===== config.mk =====
export PLATFORM = sky130hd
export DESIGN_NAME = irq_source_bank
export DESIGN_NICKNAME = d
export VERILOG_FILES = /design/src/rtl/irq_bank_pkg.sv /design/src/rtl/irq_msg_cell.sv /design/src/rtl/irq_lvl_cell.sv /design/src/rtl/irq_offer_arb.sv /design/src/rtl/irq_source_bank.sv
export SDC_FILE = /design/constraint.sdc
export NUM_CORES = 1
export LEC_CHECK = 0
export BUFFER_PORTS_ARGS = -buffer_cell sky130_fd_sc_hd__buf_2
export CELL_PAD_IN_SITES_DETAIL_PLACEMENT = 1
export CELL_PAD_IN_SITES_GLOBAL_PLACEMENT = 2
export CORE_MARGIN = 5
export CORE_UTILIZATION = 33
export DETAILED_ROUTE_END_ITERATION = 12
export GPL_ROUTABILITY_DRIVEN = 0
export PLACE_DENSITY_LB_ADDON = 0.1
export SETUP_SLACK_MARGIN = 0.2
export SLEW_MARGIN = 20
export SYNTH_ARGS = -nofsm -noshare
export SYNTH_HDL_FRONTEND = slang
export SYNTH_SLANG_ARGS = --single-unit

===== constraint.sdc =====
create_clock -name clk -period 3.68 [get_ports clk]
set_input_delay 0.736 -clock clk [delete_from_list [all_inputs] [get_ports clk]]
set_output_delay 0.736 -clock clk [all_outputs]
set_load 0.005 [all_outputs]

===== src/rtl/irq_bank_pkg.sv =====
// Package: shared priority width, the masking value and a small helper.
// Assumes 8-bit priorities, where the all-ones value means "masked".
package irq_bank_pkg;
    localparam int PRIO_W = 8;
    localparam logic [PRIO_W-1:0] PRIO_MASKED = '1;

    // True when the priority lets the source be delivered.
    function automatic logic prio_open(input logic [PRIO_W-1:0] p);
        return p != PRIO_MASKED;
    endfunction
endpackage


===== src/rtl/irq_msg_cell.sv =====
// Message-type source cell: holds server, priority, the masked-pending flag,
// the rejected flag and a request flag that waits for the offer arbiter.
// Assumes ev_i is a one-cycle pulse per event. Order in a cycle:
// reject, configuration, event, resend.
module irq_msg_cell
    import irq_bank_pkg::*;
#(
    parameter int SRV_W = 4
) (
    input  logic              clk,
    input  logic              rst_n,
    input  logic              ev_i,
    input  logic              cfg_hit_i,
    input  logic [SRV_W-1:0]  cfg_server_i,
    input  logic [PRIO_W-1:0] cfg_prio_i,
    input  logic              rej_i,
    input  logic              resend_i,
    input  logic              grant_i,
    output logic              req_o,
    output logic [SRV_W-1:0]  server_o,
    output logic [PRIO_W-1:0] prio_o
);
    logic              pend_q, pend_n;
    logic              rejd_q, rejd_n;
    logic              req_q, req_n;
    logic [SRV_W-1:0]  srv_q;
    logic [PRIO_W-1:0] prio_q, prio_n;

    // Next-state of flags and request from this cycle's notifications.
    always_comb begin
        prio_n = cfg_hit_i ? cfg_prio_i : prio_q;
        rejd_n = rejd_q | rej_i;
        pend_n = pend_q;
        req_n  = req_q & ~grant_i;
        if (cfg_hit_i && pend_q && prio_open(prio_n)) begin
            pend_n = 1'b0;
            req_n  = 1'b1;
        end
        if (ev_i) begin
            if (prio_open(prio_n)) req_n  = 1'b1;
            else                   pend_n = 1'b1;
        end
        if (resend_i && rejd_n) begin
            rejd_n = 1'b0;
            if (prio_open(prio_n)) req_n = 1'b1;
        end
    end

    // State registers with synchronous reset to the masked, idle state.
    always_ff @(posedge clk) begin
        if (!rst_n) begin
            pend_q <= 1'b0;
            rejd_q <= 1'b0;
            req_q  <= 1'b0;
            srv_q  <= '0;
            prio_q <= PRIO_MASKED;
        end else begin
            pend_q <= pend_n;
            rejd_q <= rejd_n;
            req_q  <= req_n;
            prio_q <= prio_n;
            if (cfg_hit_i) srv_q <= cfg_server_i;
        end
    end

    assign req_o    = req_q;
    assign server_o = srv_q;
    assign prio_o   = prio_q;
endmodule


===== src/rtl/irq_lvl_cell.sv =====
// Level-type source cell: tracks the asserted and sent flags. It runs the
// resend check on a line change, a configuration write, an end-of-interrupt
// or a resend. Assumes line_i is a synchronous level.
module irq_lvl_cell
    import irq_bank_pkg::*;
#(
    parameter int SRV_W = 4
) (
    input  logic              clk,
    input  logic              rst_n,
    input  logic              line_i,
    input  logic              cfg_hit_i,
    input  logic [SRV_W-1:0]  cfg_server_i,
    input  logic [PRIO_W-1:0] cfg_prio_i,
    input  logic              rej_i,
    input  logic              eoi_i,
    input  logic              resend_i,
    input  logic              grant_i,
    output logic              req_o,
    output logic [SRV_W-1:0]  server_o,
    output logic [PRIO_W-1:0] prio_o
);
    logic              asrt_q;
    logic              sent_q, sent_n;
    logic              req_q, req_n;
    logic              check;
    logic [SRV_W-1:0]  srv_q;
    logic [PRIO_W-1:0] prio_q, prio_n;

    // Clear sent on reject/EOI, then run the resend check if triggered.
    always_comb begin
        prio_n = cfg_hit_i ? cfg_prio_i : prio_q;
        sent_n = sent_q & ~(rej_i | eoi_i);
        req_n  = req_q & ~grant_i;
        check  = (line_i != asrt_q) | cfg_hit_i | eoi_i | resend_i;
        if (check && line_i && prio_open(prio_n) && !sent_n) begin
            sent_n = 1'b1;
            req_n  = 1'b1;
        end
    end

    // State registers; the asserted flag follows the line each cycle.
    always_ff @(posedge clk) begin
        if (!rst_n) begin
            asrt_q <= 1'b0;
            sent_q <= 1'b0;
            req_q  <= 1'b0;
            srv_q  <= '0;
            prio_q <= PRIO_MASKED;
        end else begin
            asrt_q <= line_i;
            sent_q <= sent_n;
            req_q  <= req_n;
            prio_q <= prio_n;
            if (cfg_hit_i) srv_q <= cfg_server_i;
        end
    end

    assign req_o    = req_q;
    assign server_o = srv_q;
    assign prio_o   = prio_q;
endmodule


===== src/rtl/irq_offer_arb.sv =====
// Offer arbiter: picks the lowest-index pending request, grants it and
// forms the offer fields. Purely combinational; a grant retires the request.
module irq_offer_arb
    import irq_bank_pkg::*;
#(
    parameter int NUM_SRC = 4,
    parameter int SRV_W   = 4,
    parameter int NUM_W   = 8,
    parameter int BASE    = 16
) (
    input  logic [NUM_SRC-1:0]             req_i,
    input  logic [NUM_SRC-1:0][SRV_W-1:0]  server_i,
    input  logic [NUM_SRC-1:0][PRIO_W-1:0] prio_i,
    output logic [NUM_SRC-1:0]             grant_o,
    output logic                           valid_o,
    output logic [NUM_W-1:0]               num_o,
    output logic [SRV_W-1:0]               server_o,
    output logic [PRIO_W-1:0]              prio_o
);
    // Isolate the lowest set request bit.
    assign grant_o = req_i & (~req_i + NUM_SRC'(1));
    assign valid_o = |req_i;

    // Select the fields of the granted source.
    always_comb begin
        num_o    = '0;
        server_o = '0;
        prio_o   = '0;
        for (int i = 0; i < NUM_SRC; i++) begin
            if (grant_o[i]) begin
                num_o    = NUM_W'(BASE + i);
                server_o = server_i[i];
                prio_o   = prio_i[i];
            end
        end
    end
endmodule


===== src/rtl/irq_source_bank.sv =====
// Top: bank of NUM_SRC interrupt sources. LEVEL_MASK picks the type of
// each source and is not affected by reset. Reject and EOI numbers are
// matched against BASE+i; numbers outside the bank match nothing.
module irq_source_bank
    import irq_bank_pkg::*;
#(
    parameter int                 NUM_SRC    = 4,
    parameter int                 SRV_W      = 4,
    parameter int                 NUM_W      = 8,
    parameter int                 BASE       = 16,
    parameter logic [NUM_SRC-1:0] LEVEL_MASK = 4'b1100,
    localparam int                IDX_W      = (NUM_SRC > 1) ? $clog2(NUM_SRC) : 1
) (
    input  logic               clk,
    input  logic               rst_n,
    input  logic [NUM_SRC-1:0] src_in,
    input  logic               cfg_we,
    input  logic [IDX_W-1:0]   cfg_idx,
    input  logic [SRV_W-1:0]   cfg_server,
    input  logic [7:0]         cfg_prio,
    input  logic               rej_valid,
    input  logic [NUM_W-1:0]   rej_num,
    input  logic               eoi_valid,
    input  logic [NUM_W-1:0]   eoi_num,
    input  logic               resend_all,
    output logic               offer_valid,
    output logic [NUM_W-1:0]   offer_num,
    output logic [SRV_W-1:0]   offer_server,
    output logic [7:0]         offer_prio
);
    logic [NUM_SRC-1:0]             req_vec;
    logic [NUM_SRC-1:0]             grant_vec;
    logic [NUM_SRC-1:0][SRV_W-1:0]  srv_vec;
    logic [NUM_SRC-1:0][PRIO_W-1:0] prio_vec;

    // One cell per source, of the type chosen by LEVEL_MASK.
    for (genvar i = 0; i < NUM_SRC; i++) begin : g_src
        if (LEVEL_MASK[i]) begin : g_lvl
            irq_lvl_cell #(.SRV_W(SRV_W)) cell_i (
                .clk          (clk),
                .rst_n        (rst_n),
                .line_i       (src_in[i]),
                .cfg_hit_i    (cfg_we && (cfg_idx == IDX_W'(i))),
                .cfg_server_i (cfg_server),
                .cfg_prio_i   (cfg_prio),
                .rej_i        (rej_valid && (rej_num == NUM_W'(BASE + i))),
                .eoi_i        (eoi_valid && (eoi_num == NUM_W'(BASE + i))),
                .resend_i     (resend_all),
                .grant_i      (grant_vec[i]),
                .req_o        (req_vec[i]),
                .server_o     (srv_vec[i]),
                .prio_o       (prio_vec[i])
            );
        end else begin : g_msg
            irq_msg_cell #(.SRV_W(SRV_W)) cell_i (
                .clk          (clk),
                .rst_n        (rst_n),
                .ev_i         (src_in[i]),
                .cfg_hit_i    (cfg_we && (cfg_idx == IDX_W'(i))),
                .cfg_server_i (cfg_server),
                .cfg_prio_i   (cfg_prio),
                .rej_i        (rej_valid && (rej_num == NUM_W'(BASE + i))),
                .resend_i     (resend_all),
                .grant_i      (grant_vec[i]),
                .req_o        (req_vec[i]),
                .server_o     (srv_vec[i]),
                .prio_o       (prio_vec[i])
            );
        end
    end

    irq_offer_arb #(
        .NUM_SRC (NUM_SRC),
        .SRV_W   (SRV_W),
        .NUM_W   (NUM_W),
        .BASE    (BASE)
    ) arb_i (
        .req_i    (req_vec),
        .server_i (srv_vec),
        .prio_i   (prio_vec),
        .grant_o  (grant_vec),
        .valid_o  (offer_valid),
        .num_o    (offer_num),
        .server_o (offer_server),
        .prio_o   (offer_prio)
    );
endmodule


==> reports/metrics.yaml <==
ys_top_cells_by_area: "dfxtp_1, nand2_1, nand3_1"
ir_worst_vdd_mv: 0.187
synthDistinctLibCells: 37
fp-row-count: 33
min-delay-start: "g_src[1].g_msg.cell_i.server_o[3]"
max_freq_mhz: 344
fillerInstances: 1047
slew_viol_final: 0
hold_path.class: "reg -> reg"
core_area_sq_um: 8260
final.setup.tns_ns: 0
yosys_warnings: 0
grt_pass1_wl_mm: 15.4
power_density_nw_per_um2: 474
track_usage_pct: 19.1
pre_cts_ws_ns: 1.11
grt_max_degree: 38
relSlewSlack_pct: 54.3
clk_pin_slew_worst_paths_ns: 0.07
die_y_microns: 102
critPathLaunchType: "flop"
antenna_cells: 0
status: "finished, final reports clean"
critPathKind: "reg -> out"
synthFlopType: "dfxtp_1"
antenna_found_initial: 0
final_net_count: 452
clock-sinks: 60
crit_fanout: 15
finalHoldViolCount: 0
ctsHoldBuffers: 0
post_cts_buffers: 0
vias: 2796
synth_top_area_cell: "dfxtp_1"
synth_top_area_share_pct: 42.7
avgViaCountPerCell: 5.38
rr_startpoint: "g_src[3].g_lvl.cell_i.prio_o[6]"
ys_seq_area_share_pct: 42.7
r2r_slack_ns: 2.40
cp_data_required_time_ns: 2.94
worstSetupStartpoint: "g_src[2].g_lvl.cell_i.req_o"
ys_seq_elements: 60
cts_resized: 0
io_buffers: 55
avgSynthCellArea_sq_um: 7.68
wire_per_inst_microns: 18.3
wirelength_mm: 9.53
synth-edff-count: 0
grt_pass1_vias: 2890
hold_ws_ns: 0.461
drc: 0
layout_min_cycle_time_ns: 2.91
rr_worst_depth: 4
finalWorstSetupSlack_ns: 0.770
syn_to_final_growth_pct: 18.2
timing.final.crit_share_pct: 79.1
cts-root-buf: "clkbuf_8"
crit_path_end_kind: "output pin"
rsz0062_at_grt: "false"
cap_violations: 0
async_reset_ff_share_pct: 0
clockBufferDepth: 2
syn_area_sq_um: 2810
endpoint: "offer_server[3]"
final-setup-viol-count: 0
drtIter0Drc: 83
tightest_slew_ns: 0.685
die_area_sq_um: 10500
r2r_end: "g_src[3].g_lvl.cell_i.req_o"
insertion_delay_ns: 0.33
p_leak_uw: 0.00145
tritoncts: "built"
drive_above_1_share_pct: 19.3
fin_worst_skew_ns: 0.00646
initial_core_util_pct: 34.0
io_pins: 61
ctsHtreeMaxLevel: 3
die_x_microns: 102
syn_inst: 366
drtPass1Iterations: 4
post-dp-hpwl_mm: 6.86
cp.arrival_ns: 2.17
drtAntennaViolNets: 0
numCtsBuffers: 9
grt-ovfl-total: 0
layout make-up:
type | instances | area [sq um] | area share [%]
Sequential cell | 60 | 1200 | 36.2
Timing Repair Buffer | 62 | 328 | 9.87
Tap cell | 105 | 131 | 3.95
Clock inverter | 2 | 35.0 | 1.05
Inverter | 6 | 22.5 | 0.678
Multi-Input combinational cell | 273 | 1450 | 43.6
Clock buffer | 12 | 155 | 4.67
report_power, final:
part           internal [uW]  switching, uW  total (uW)
Clock                    342            252         594
Combinational            114            153         266
Sequential               685           29.5         714
worst max-delay path, stage by stage (launching register included):
cell	delay (ns)
dfxtp_1	0.49
nor3_1	0.43
and2_1	0.56
a221o_1	0.25
buf_2	0.11
cell usage after synthesis, types with 3 or more instances:
master	instances
nand2_1	113
dfxtp_1	60
nand3_1	35
a21oi_1	31
clkbuf_1	20
nand3b_1	14
nand4_1	13
a221o_1	12
nor3_1	8
buf_4	5
inv_1	5
nand2b_1	4
nor2_1	4
a31oi_1	3
and3_1	3
buf_2	3
o21a_1	3
per-layer routing:
metal	vias up	track usage, %	routed length [microns]
met3	4	3.55	349
li1	1363	-	-
met5	-	0	0
met1	1377	24.3	4380
met2	52	33.6	4750
met4	0	3.94	57
cells in the final DEF (no fill, tap or decap), drive strengths merged, types with 4 or more instances in the layout:
cell	instances
nand2	113
buf	62
dfxtp	60
nand3	35
a21oi	31
nand3b	14
nand4	13
a221o	12
clkbuf	12
nor3	9
inv	5
conb	5
nor2	4
nand2b	4
metrics by stage:
stage,utilization (%),instance area (sq um),std cells,power [uW]
floorplan,-,2830,370,880
global placement,37.9,3130,506,993
detailed placement,37.9,3130,506,999
CTS,40.2,3320,520,1590
global route,40.2,3320,520,1650
finish,40.2,3320,520,1570
cells by family after synthesis:
kind of cell | after synthesis | synth area share [%]
simple gates | 206 | 35.7
compound gates | 62 | 15.2
flops | 60 | 42.7
buf+inv | 37 | 6.27
other cells | 1 | 0.133
state kept, by name, summed over array words and instances, names as in the netlist:
| signal | count |
|---|---|
| g_src.g_lvl.cell_i.prio_o | 16 |
| g_src.g_lvl.cell_i.req_o | 2 |
| g_src.g_lvl.cell_i.sent_q | 2 |
| g_src.g_msg.cell_i.prio_o | 16 |
| g_src.g_msg.cell_i.pend_q | 2 |
| g_src.g_msg.cell_i.server_o | 8 |
| g_src.g_msg.cell_i.req_o | 2 |
| g_src.g_lvl.cell_i.asrt_q | 2 |
| g_src.g_lvl.cell_i.server_o | 8 |
| g_src.g_msg.cell_i.rejd_q | 2 |
worst min-delay path by stage:
stage,to,cells past startpoint
2_1_floorplan,g_src[3].g_lvl.cell_i.server_o[0],2
3_3_place_gp,g_src[1].g_msg.cell_i.server_o[2],2
3_5_place_dp,g_src[3].g_lvl.cell_i.server_o[3],2
4_1_cts,g_src[3].g_lvl.cell_i.server_o[3],2
5_1_grt,g_src[2].g_lvl.cell_i.server_o[3],2
6_report,g_src[1].g_msg.cell_i.server_o[3],2
No activity file was read; power rests on OpenSTA's default activity.
